--- src/rtl/pflash_pkg.sv ---
package pflash_pkg;

   typedef enum logic [1:0] {
      OP_PROG  = 2'd0,
      OP_SECT  = 2'd1,
      OP_CHIP  = 2'd2,
      OP_IDENT = 2'd3
   } job_op_t;

   typedef enum logic [2:0] {
      ST_WR,
      ST_RD,
      ST_POLL,
      ST_PAUSE,
      ST_END
   } step_kind_t;

   localparam logic [14:0] UNLOCK_A = 15'h5555;
   localparam logic [14:0] UNLOCK_B = 15'h2AAA;

   localparam logic [7:0] KEY_1      = 8'hAA;
   localparam logic [7:0] KEY_2      = 8'h55;
   localparam logic [7:0] CMD_PROG   = 8'hA0;
   localparam logic [7:0] CMD_ERASE  = 8'h80;
   localparam logic [7:0] CMD_CHIP   = 8'h10;
   localparam logic [7:0] CMD_SECTOR = 8'h30;
   localparam logic [7:0] CMD_IDENT  = 8'h90;
   localparam logic [7:0] CMD_EXIT   = 8'hF0;

endpackage

--- src/rtl/pflash_tick.sv ---
module pflash_tick #(
   parameter int unsigned MAXV = 500
) (
   input  logic clk,
   input  logic rst_n,
   input  logic load,
   output logic expired
);
   localparam int unsigned CW = (MAXV < 2) ? 1 : $clog2(MAXV + 1);

   logic [CW-1:0] cnt_q;

   always_ff @(posedge clk or negedge rst_n) begin
      if (!rst_n) begin
         cnt_q <= '0;
      end else if (load) begin
         cnt_q <= CW'(MAXV);
      end else if (cnt_q != '0) begin
         cnt_q <= cnt_q - 1'b1;
      end
   end

   assign expired = (cnt_q == '0);

   a_r9_count_down_only: assert property (@(posedge clk) disable iff (!rst_n)
      (!load && $past(!load) && !$past(expired)) |-> (cnt_q == $past(cnt_q) - 1'b1));

endmodule

--- src/rtl/pflash_bus_cycle.sv ---
module pflash_bus_cycle #(
   parameter int unsigned AW          = 18,
   parameter int unsigned WE_LOW_CYC  = 5,
   parameter int unsigned WE_HIGH_CYC = 5,
   parameter int unsigned OE_CYC      = 2
) (
   input  logic          clk,
   input  logic          rst_n,
   input  logic          start,
   input  logic          rd,
   input  logic [AW-1:0] addr_in,
   input  logic [7:0]    wdata_in,
   output logic          done,
   output logic [7:0]    rdata,
   output logic [AW-1:0] fl_addr,
   output logic [7:0]    fl_dq_out,
   output logic          fl_dq_oe,
   input  logic [7:0]    fl_dq_in,
   output logic          fl_ce_n,
   output logic          fl_oe_n,
   output logic          fl_we_n
);
   localparam int unsigned MAX_A = (WE_LOW_CYC > WE_HIGH_CYC) ? WE_LOW_CYC : WE_HIGH_CYC;
   localparam int unsigned MAX_C = (MAX_A > OE_CYC) ? MAX_A : OE_CYC;
   localparam int unsigned CW    = $clog2(MAX_C + 1);

   generate
      if (WE_LOW_CYC < 1 || WE_HIGH_CYC < 1 || OE_CYC < 1) begin : g_bad_timing
         $error("pflash_bus_cycle: strobe counts must be at least one clock");
      end
   endgenerate

   typedef enum logic [2:0] {B_IDLE, B_SETUP, B_PULSE, B_HOLD, B_ACC, B_GAP} bus_st_t;

   bus_st_t       st_q;
   logic [CW-1:0] cnt_q;
   logic [AW-1:0] a_q;
   logic [7:0]    d_q;
   logic [7:0]    r_q;

   always_ff @(posedge clk or negedge rst_n) begin
      if (!rst_n) begin
         st_q  <= B_IDLE;
         cnt_q <= '0;
         a_q   <= '0;
         d_q   <= '0;
         r_q   <= '0;
      end else begin
         unique case (st_q)
            B_IDLE: if (start) begin
               a_q   <= addr_in;
               d_q   <= wdata_in;
               st_q  <= rd ? B_ACC : B_SETUP;
               cnt_q <= rd ? CW'(OE_CYC - 1) : '0;
            end
            B_SETUP: begin
               st_q  <= B_PULSE;
               cnt_q <= CW'(WE_LOW_CYC - 1);
            end
            B_PULSE: if (cnt_q == '0) begin
               st_q  <= B_HOLD;
               cnt_q <= CW'(WE_HIGH_CYC - 1);
            end else begin
               cnt_q <= cnt_q - 1'b1;
            end
            B_HOLD: if (cnt_q == '0) begin
               st_q <= B_IDLE;
            end else begin
               cnt_q <= cnt_q - 1'b1;
            end
            B_ACC: if (cnt_q == '0) begin
               r_q  <= fl_dq_in;
               st_q <= B_GAP;
            end else begin
               cnt_q <= cnt_q - 1'b1;
            end
            B_GAP: st_q <= B_IDLE;
            default: st_q <= B_IDLE;
         endcase
      end
   end

   assign done      = ((st_q == B_HOLD) && (cnt_q == '0)) || (st_q == B_GAP);
   assign rdata     = r_q;
   assign fl_addr   = a_q;
   assign fl_dq_out = d_q;
   assign fl_dq_oe  = (st_q == B_SETUP) || (st_q == B_PULSE) || (st_q == B_HOLD);
   assign fl_ce_n   = !(fl_dq_oe || (st_q == B_ACC));
   assign fl_oe_n   = (st_q != B_ACC);
   assign fl_we_n   = (st_q != B_PULSE);

   // checker state for pulse-width properties
   int unsigned low_run;
   int unsigned high_run;
   always_ff @(posedge clk or negedge rst_n) begin
      if (!rst_n) begin
         low_run  <= 0;
         high_run <= WE_HIGH_CYC;
      end else begin
         low_run  <= fl_we_n ? 0 : low_run + 1;
         high_run <= !fl_we_n ? 0 : ((high_run < WE_HIGH_CYC) ? high_run + 1 : high_run);
      end
   end

   a_r4_we_low_width: assert property (@(posedge clk) disable iff (!rst_n)
      $rose(fl_we_n) |-> (low_run == WE_LOW_CYC));
   a_r4_we_high_gap: assert property (@(posedge clk) disable iff (!rst_n)
      $fell(fl_we_n) |-> (high_run >= WE_HIGH_CYC));
   a_r5_bus_steady_low: assert property (@(posedge clk) disable iff (!rst_n)
      (!fl_we_n && $past(!fl_we_n)) |-> ($stable(fl_addr) && $stable(fl_dq_out)));
   a_r5_data_held_at_rise: assert property (@(posedge clk) disable iff (!rst_n)
      $rose(fl_we_n) |-> ($stable(fl_dq_out) && fl_dq_oe));
   a_r6_oe_high_in_write: assert property (@(posedge clk) disable iff (!rst_n)
      !fl_we_n |-> (fl_oe_n && fl_dq_oe));
   a_r6_no_contention: assert property (@(posedge clk) disable iff (!rst_n)
      !fl_oe_n |-> !fl_dq_oe);

endmodule

--- src/rtl/pflash_job_master.sv ---
module pflash_job_master
   import pflash_pkg::*;
#(
   parameter int unsigned AW          = 18,
   parameter int unsigned WE_LOW_CYC  = 5,
   parameter int unsigned WE_HIGH_CYC = 5,
   parameter int unsigned OE_CYC      = 2,
   parameter int unsigned ID_WAIT_CYC = 500,
   parameter int unsigned TIMEOUT_CYC = 10_000_000
) (
   input  logic          clk,
   input  logic          rst_n,
   input  logic          req_valid,
   output logic          req_ready,
   input  logic [1:0]    req_op,
   input  logic [AW-1:0] req_addr,
   input  logic [7:0]    req_data,
   output logic          done_valid,
   output logic          done_timeout,
   output logic [7:0]    done_data,
   output logic [AW-1:0] fl_addr,
   output logic [7:0]    fl_dq_out,
   output logic          fl_dq_oe,
   input  logic [7:0]    fl_dq_in,
   output logic          fl_ce_n,
   output logic          fl_oe_n,
   output logic          fl_we_n
);
   generate
      if (AW < 16) begin : g_bad_aw
         $error("pflash_job_master: AW must cover the 15-bit unlock addresses");
      end
      if (ID_WAIT_CYC < 1 || TIMEOUT_CYC < 1) begin : g_bad_wait
         $error("pflash_job_master: wait counts must be at least one clock");
      end
   endgenerate

   typedef struct packed {
      step_kind_t    kind;
      logic [AW-1:0] addr;
      logic [7:0]    data;
   } step_t;

   typedef enum logic [2:0] {T_IDLE, T_ISSUE, T_WAIT, T_PAUSE, T_FIN} job_st_t;

   localparam logic [AW-1:0] ADR_A = {{(AW-15){1'b0}}, UNLOCK_A};
   localparam logic [AW-1:0] ADR_B = {{(AW-15){1'b0}}, UNLOCK_B};

   function automatic step_t plan_step(job_op_t op, logic [2:0] s,
                                       logic [AW-1:0] a, logic [7:0] d);
      step_t r;
      r.kind = ST_END;
      r.addr = '0;
      r.data = '0;
      if (s == 3'd0) begin
         r.kind = ST_WR; r.addr = ADR_A; r.data = KEY_1;
      end else if (s == 3'd1) begin
         r.kind = ST_WR; r.addr = ADR_B; r.data = KEY_2;
      end else begin
         unique case (op)
            OP_PROG: unique case (s)
               3'd2: begin r.kind = ST_WR;   r.addr = ADR_A; r.data = CMD_PROG; end
               3'd3: begin r.kind = ST_WR;   r.addr = a;     r.data = d;        end
               3'd4: begin r.kind = ST_POLL; r.addr = a;                        end
               default: r.kind = ST_END;
            endcase
            OP_SECT, OP_CHIP: unique case (s)
               3'd2: begin r.kind = ST_WR; r.addr = ADR_A; r.data = CMD_ERASE; end
               3'd3: begin r.kind = ST_WR; r.addr = ADR_A; r.data = KEY_1;     end
               3'd4: begin r.kind = ST_WR; r.addr = ADR_B; r.data = KEY_2;     end
               3'd5: begin
                  r.kind = ST_WR;
                  r.addr = (op == OP_CHIP) ? ADR_A : a;
                  r.data = (op == OP_CHIP) ? CMD_CHIP : CMD_SECTOR;
               end
               3'd6: begin r.kind = ST_POLL; r.addr = a; end
               default: r.kind = ST_END;
            endcase
            OP_IDENT: unique case (s)
               3'd2: begin r.kind = ST_WR;    r.addr = ADR_A; r.data = CMD_IDENT; end
               3'd3: begin r.kind = ST_PAUSE;                                     end
               3'd4: begin r.kind = ST_RD;    r.addr = a;                         end
               3'd5: begin r.kind = ST_WR;    r.addr = '0;    r.data = CMD_EXIT;  end
               default: r.kind = ST_END;
            endcase
            default: r.kind = ST_END;
         endcase
      end
      return r;
   endfunction

   job_st_t       st_q;
   job_op_t       op_q;
   logic [AW-1:0] addr_q;
   logic [7:0]    data_q;
   logic [2:0]    step_q;
   logic          prev6_q;
   logic          have_prev_q;
   logic [7:0]    res_data_q;
   logic          res_tmo_q;

   step_t      cur;
   logic       cyc_start;
   logic       cyc_done;
   logic [7:0] cyc_rdata;
   logic       tmo_load;
   logic       tmo_expired;
   logic       pause_load;
   logic       pause_expired;

   assign cur        = plan_step(op_q, step_q, addr_q, data_q);
   assign cyc_start  = (st_q == T_ISSUE) &&
                       ((cur.kind == ST_WR) || (cur.kind == ST_RD) || (cur.kind == ST_POLL));
   assign tmo_load   = (st_q == T_ISSUE) && (cur.kind == ST_POLL) && !have_prev_q;
   assign pause_load = (st_q == T_ISSUE) && (cur.kind == ST_PAUSE);

   always_ff @(posedge clk or negedge rst_n) begin
      if (!rst_n) begin
         st_q        <= T_IDLE;
         op_q        <= OP_PROG;
         addr_q      <= '0;
         data_q      <= '0;
         step_q      <= '0;
         prev6_q     <= 1'b0;
         have_prev_q <= 1'b0;
         res_data_q  <= '0;
         res_tmo_q   <= 1'b0;
      end else begin
         unique case (st_q)
            T_IDLE: if (req_valid) begin
               op_q        <= job_op_t'(req_op);
               addr_q      <= req_addr;
               data_q      <= req_data;
               step_q      <= '0;
               have_prev_q <= 1'b0;
               res_tmo_q   <= 1'b0;
               st_q        <= T_ISSUE;
            end
            T_ISSUE: unique case (cur.kind)
               ST_PAUSE: st_q <= T_PAUSE;
               ST_END:   st_q <= T_FIN;
               default:  st_q <= T_WAIT;
            endcase
            T_PAUSE: if (pause_expired) begin
               step_q <= step_q + 1'b1;
               st_q   <= T_ISSUE;
            end
            T_WAIT: if (cyc_done) begin
               if (cur.kind == ST_POLL) begin
                  res_data_q <= cyc_rdata;
                  if (have_prev_q && (cyc_rdata[6] == prev6_q)) begin
                     st_q <= T_FIN;
                  end else if (tmo_expired) begin
                     res_tmo_q <= 1'b1;
                     st_q      <= T_FIN;
                  end else begin
                     prev6_q     <= cyc_rdata[6];
                     have_prev_q <= 1'b1;
                     st_q        <= T_ISSUE;
                  end
               end else begin
                  if (cur.kind == ST_RD) res_data_q <= cyc_rdata;
                  step_q <= step_q + 1'b1;
                  st_q   <= T_ISSUE;
               end
            end
            T_FIN:   st_q <= T_IDLE;
            default: st_q <= T_IDLE;
         endcase
      end
   end

   assign req_ready    = (st_q == T_IDLE);
   assign done_valid   = (st_q == T_FIN);
   assign done_timeout = res_tmo_q;
   assign done_data    = res_data_q;

   pflash_bus_cycle #(
      .AW(AW), .WE_LOW_CYC(WE_LOW_CYC), .WE_HIGH_CYC(WE_HIGH_CYC), .OE_CYC(OE_CYC)
   ) u_bus (
      .clk(clk), .rst_n(rst_n), .start(cyc_start), .rd(cur.kind != ST_WR),
      .addr_in(cur.addr), .wdata_in(cur.data), .done(cyc_done), .rdata(cyc_rdata),
      .fl_addr(fl_addr), .fl_dq_out(fl_dq_out), .fl_dq_oe(fl_dq_oe), .fl_dq_in(fl_dq_in),
      .fl_ce_n(fl_ce_n), .fl_oe_n(fl_oe_n), .fl_we_n(fl_we_n)
   );

   pflash_tick #(.MAXV(TIMEOUT_CYC)) u_timeout (
      .clk(clk), .rst_n(rst_n), .load(tmo_load), .expired(tmo_expired)
   );

   pflash_tick #(.MAXV(ID_WAIT_CYC)) u_pause (
      .clk(clk), .rst_n(rst_n), .load(pause_load), .expired(pause_expired)
   );

   a_r1_quiet_when_ready: assert property (@(posedge clk) disable iff (!rst_n)
      req_ready |-> (fl_ce_n && fl_we_n && fl_oe_n && !fl_dq_oe));
   a_r11_no_bus_while_ready: assert property (@(posedge clk) disable iff (!rst_n)
      (req_ready && !req_valid) |=> fl_ce_n);
   a_r8_done_single_pulse: assert property (@(posedge clk) disable iff (!rst_n)
      done_valid |=> (!done_valid && req_ready));
   a_r10_pause_bus_idle: assert property (@(posedge clk) disable iff (!rst_n)
      (st_q == T_PAUSE) |-> (fl_ce_n && fl_we_n));

endmodule

--- config.mk ---
export PLATFORM = sky130hd
export DESIGN_NAME = pflash_job_master
export DESIGN_NICKNAME = d
export VERILOG_FILES = /design/src/rtl/pflash_pkg.sv /design/src/rtl/pflash_tick.sv /design/src/rtl/pflash_bus_cycle.sv /design/src/rtl/pflash_job_master.sv
export SDC_FILE = /design/constraint.sdc
export NUM_CORES = 1
export LEC_CHECK = 0
export BUFFER_PORTS_ARGS = -buffer_cell sky130_fd_sc_hd__clkbuf_2
export CAP_MARGIN = 20
export CORE_UTILIZATION = 38
export CTS_CLUSTER_SIZE = 40
export DETAILED_ROUTE_END_ITERATION = 6
export GPL_TIMING_DRIVEN = 0
export PLACE_DENSITY = 0.57
export SYNTH_ARGS = -nofsm -noshare
export SYNTH_HDL_FRONTEND = slang
export SYNTH_SLANG_ARGS = --single-unit
--- constraint.sdc ---
create_clock -name clk -period 2.73 [get_ports clk]
set_input_delay 0.1365 -clock clk [delete_from_list [all_inputs] [get_ports clk]]
set_output_delay 0.1365 -clock clk [all_outputs]
set_load 0.05 [all_outputs]
==> results.toml <==
[status]
status = "completed"

[sta]
period_needed_ns = 2.663
relSlewSlack_pct = 43.00
worst_pin_slew_ns = 0.8477
slew_viol_final = 0
fmax_mhz = 375.5
finClkSkew_ns = 0.009749
setup_violations = 0
grt_setup_unrepaired = "false"
hold_viol = 0
timing.final.crit_share_pct = 97.55
hold_ws_ns = 0.2257

[yosys]
syn_nets = 633
postSynthAreaPerCell_um2 = 10.23
synthArstFlopShare_pct = 100.0
synthTopCellsByArea = "dfrtp_1 (50%), mux2_2 (8.6%), nand2_1 (4.6%)"
synth_edf_count = 0
ys.flop_type = "dfrtp_1"
synth_top_area_share_pct = 49.85
synthCells = 579
seq_area_frac_synth_pct = 49.85
synth_area_um2 = 5923
ys_warn_count = 0
synth_top_cell_by_area = "dfrtp_1"
ys_ff_latch = 118
synth.distinct_cells = 62

[job]
maxCapViolCount = 0

[die]
core_um2 = 15200
ioPinCount = 80
dieHeight_um = 126.9
die_x_um = 126.9
design.die.area_um2 = 16090
initial_core_util_pct = 38.96
rows = 45

[critical_path]
startpoint_type = "flop"
cpMaxStageDelayCell = "or3b_2"
required_ns = 3.01
end_kind = "flop"
path_max_fanout = 10
critPathMaxStageDelay_ns = 0.46
r2r_cells = 9
arrival_ns = 2.94
critical_path_class = "reg -> reg"
crit_chain = "ha_1 > ha_1 > buf_4 > nor2_1 > o21ai_1 > a22oi_2 > nor4_4 > buf_4 > or3b_2"

[grt]
grt_pass1_wl_um = 24280
overflow = 0
grt_usage_pct = 19.21
grt_max_degree = 74
grt_pass1_vias = 4827
grt_antenna_before_repair = 0

[detailed_routing]
drt_iter0_drc = 321
via_per_inst = 5.391
vias = 4987
drt-pass1-iter-count = 5
drt-total-wl_um = 14630
wl_per_cell_um = 15.81
postRouteAntennaNets = 0
drc = 0

[place]
gp_congestion = 0.8340
io_buffers = 79
dp_hpwl_um = 10060

[power_and_ir_drop]
p_leak_uw = 0.003456
power.density_nw_per_um2 = 1281
finalPower_uw = 9944
peakVddDrop_v = 0.0009222

[layout]
layout_common_cells = "dfrtp_1 (115), clkbuf_2 (80), nand2_1 (72)"
area_growth_pct = 31.07
layout-drive-gt1-share_pct = 27.14
layout_commonest_cell = "dfrtp_1"
final_nets = 779
diodes = 0

[cts]
clk_pin_slew_ns = 0.06
cts-root-buf = "clkbuf_16"
cts-buffers-inserted = 17
clk_latency_ns = 0.41
tritoncts = "yes"
cts_buffer_depth = 2
htreeDepth = 4
clock_sinks = 118

[min_path]
hold_path.class = "in -> async"
## cell type report
cell class,instances,area [um2]
repair buffers,127,887.1
plain buffers,22,102.6
multi-input cells,418,2885
clock inverters,11,146.4
inverters,21,83.83
flip-flops and latches,118,2957
well taps,188,235.2
clock buffers,20,466.7
fillers,1424,7438
## metal layers
| layer | vias to the layer above | GRT usage [%] | share of wire (%) | wire [um] |
|---|---|---|---|---|
| met5 | - | 0 | 0 | 0 |
| met4 | 0 | 5.742 | 1.3 | 195 |
| met3 | 19 | 4.808 | 4.5 | 665 |
| met2 | 135 | 30.61 | 48 | 6977 |
| met1 | 2470 | 25.83 | 46 | 6787 |
| li1 | 2363 | - | - | - |
## repair_timing
| item | CTS | global route |
|---|---|---|
| hold buffers | 37 | 0 |
| gates resized for setup | 21 | 11 |
| buffers inserted | 6 | 3 |
| endpoints found under the hold margin | 81 | 0 |
| pin swaps | 4 | 2 |
| endpoints found under the setup margin | 75 | 49 |
## final timing paths
| path | slack [ns] | start | to |
|---|---|---|---|
| max in group asynchronous | 1.81 | rst_n | step_q[0] |
| worst min register to register | 0.48 | u_bus.fl_addr[9] | u_bus.fl_addr[9] |
| worst min-delay path | 0.23 | rst_n | u_bus.fl_addr[13] |
| worst max register to register | 0.07 | step_q[0] | u_timeout.cnt_q[15] |
| worst max-delay path | 0.07 | step_q[0] | u_timeout.cnt_q[15] |
| min in group clk | 0.36 | req_valid | st_q[0] |
## cell families (layout without fill, tap and decap cells)
kind of cell               count (synthesis)  count (layout)  synth area share (%)
AOI/OAI and AO/OA                        121             121                 13.52
DFF                                      118             118                 49.85
muxes                                     50              50                 9.421
buffers and inverters                     43             201                 2.852
xor gates and xnor gates                  25              25                 3.697
adders and majority gates                 15              15                 3.169
and+or+nand+nor                          207             207                 17.49
## through the flow
stage | utilization [%] | setup WS, ns | area [um2] | setup TNS, ns | instances
4_1_cts | 50.76 | 0.007008 | 7716 | 0 | 922
2_1_floorplan | - | 0.1119 | 5928 | 0 | 579
6_report | 51.07 | 0.06682 | 7764 | 0 | 925
3_5_place_dp | 43.42 | -0.6700 | 6600 | -24.14 | 848
3_3_place_gp | 43.14 | -0.6911 | 6559 | -53.08 | 846
5_1_grt | 51.07 | 0.001138 | 7764 | 0 | 925
## flip-flops by register name, indices dropped and copies added, names as in the netlist
| register | count |
|---|---|
| u_timeout.cnt_q | 24 |
| addr_q | 18 |
| u_bus.fl_addr | 18 |
| u_pause.cnt_q | 9 |
| data_q | 8 |
| done_data | 8 |
| u_bus.fl_dq_out | 8 |
| u_bus.rdata | 8 |
| st_q | 3 |
| step_q | 3 |
| u_bus.cnt_q | 3 |
| u_bus.st_q | 3 |
| op_q | 2 |
| done_timeout | 1 |
| have_prev_q | 1 |
| prev6_q | 1 |
## where the power goes
group,internal [uW],switching (uW)
Combinational,1670,2840
Clock,1500,814
Sequential,2520,593
## cells in the mapped netlist (6+ instances only)
cell       instances
nand2_1           72
nand2b_1          10
xnor2_1            8
a2bb2oi_1          9
a21oi_1           29
mux2_2            45
nor3_1            15
xor2_1            17
nor2_1            46
inv_1             20
nor2b_1            7
a22o_1             6
and3_1             6
ha_1              15
dfrtp_1          118
nor4_1             6
nand3_1           11
a31oi_1           10
o21ai_0           28
clkbuf_1          16
## worst max-delay path: cells and delay by family (launching register included)
family	cells	cell delay, ns
AO/OA/AOI/OAI	2	0.54
AND/OR/NAND/NOR	3	0.71
flip-flops	1	0.44
buffers and inverters	2	0.39
adder cells (fa/ha/maj)	2	0.45
Note: power is estimated with default switching activity, not from simulation.
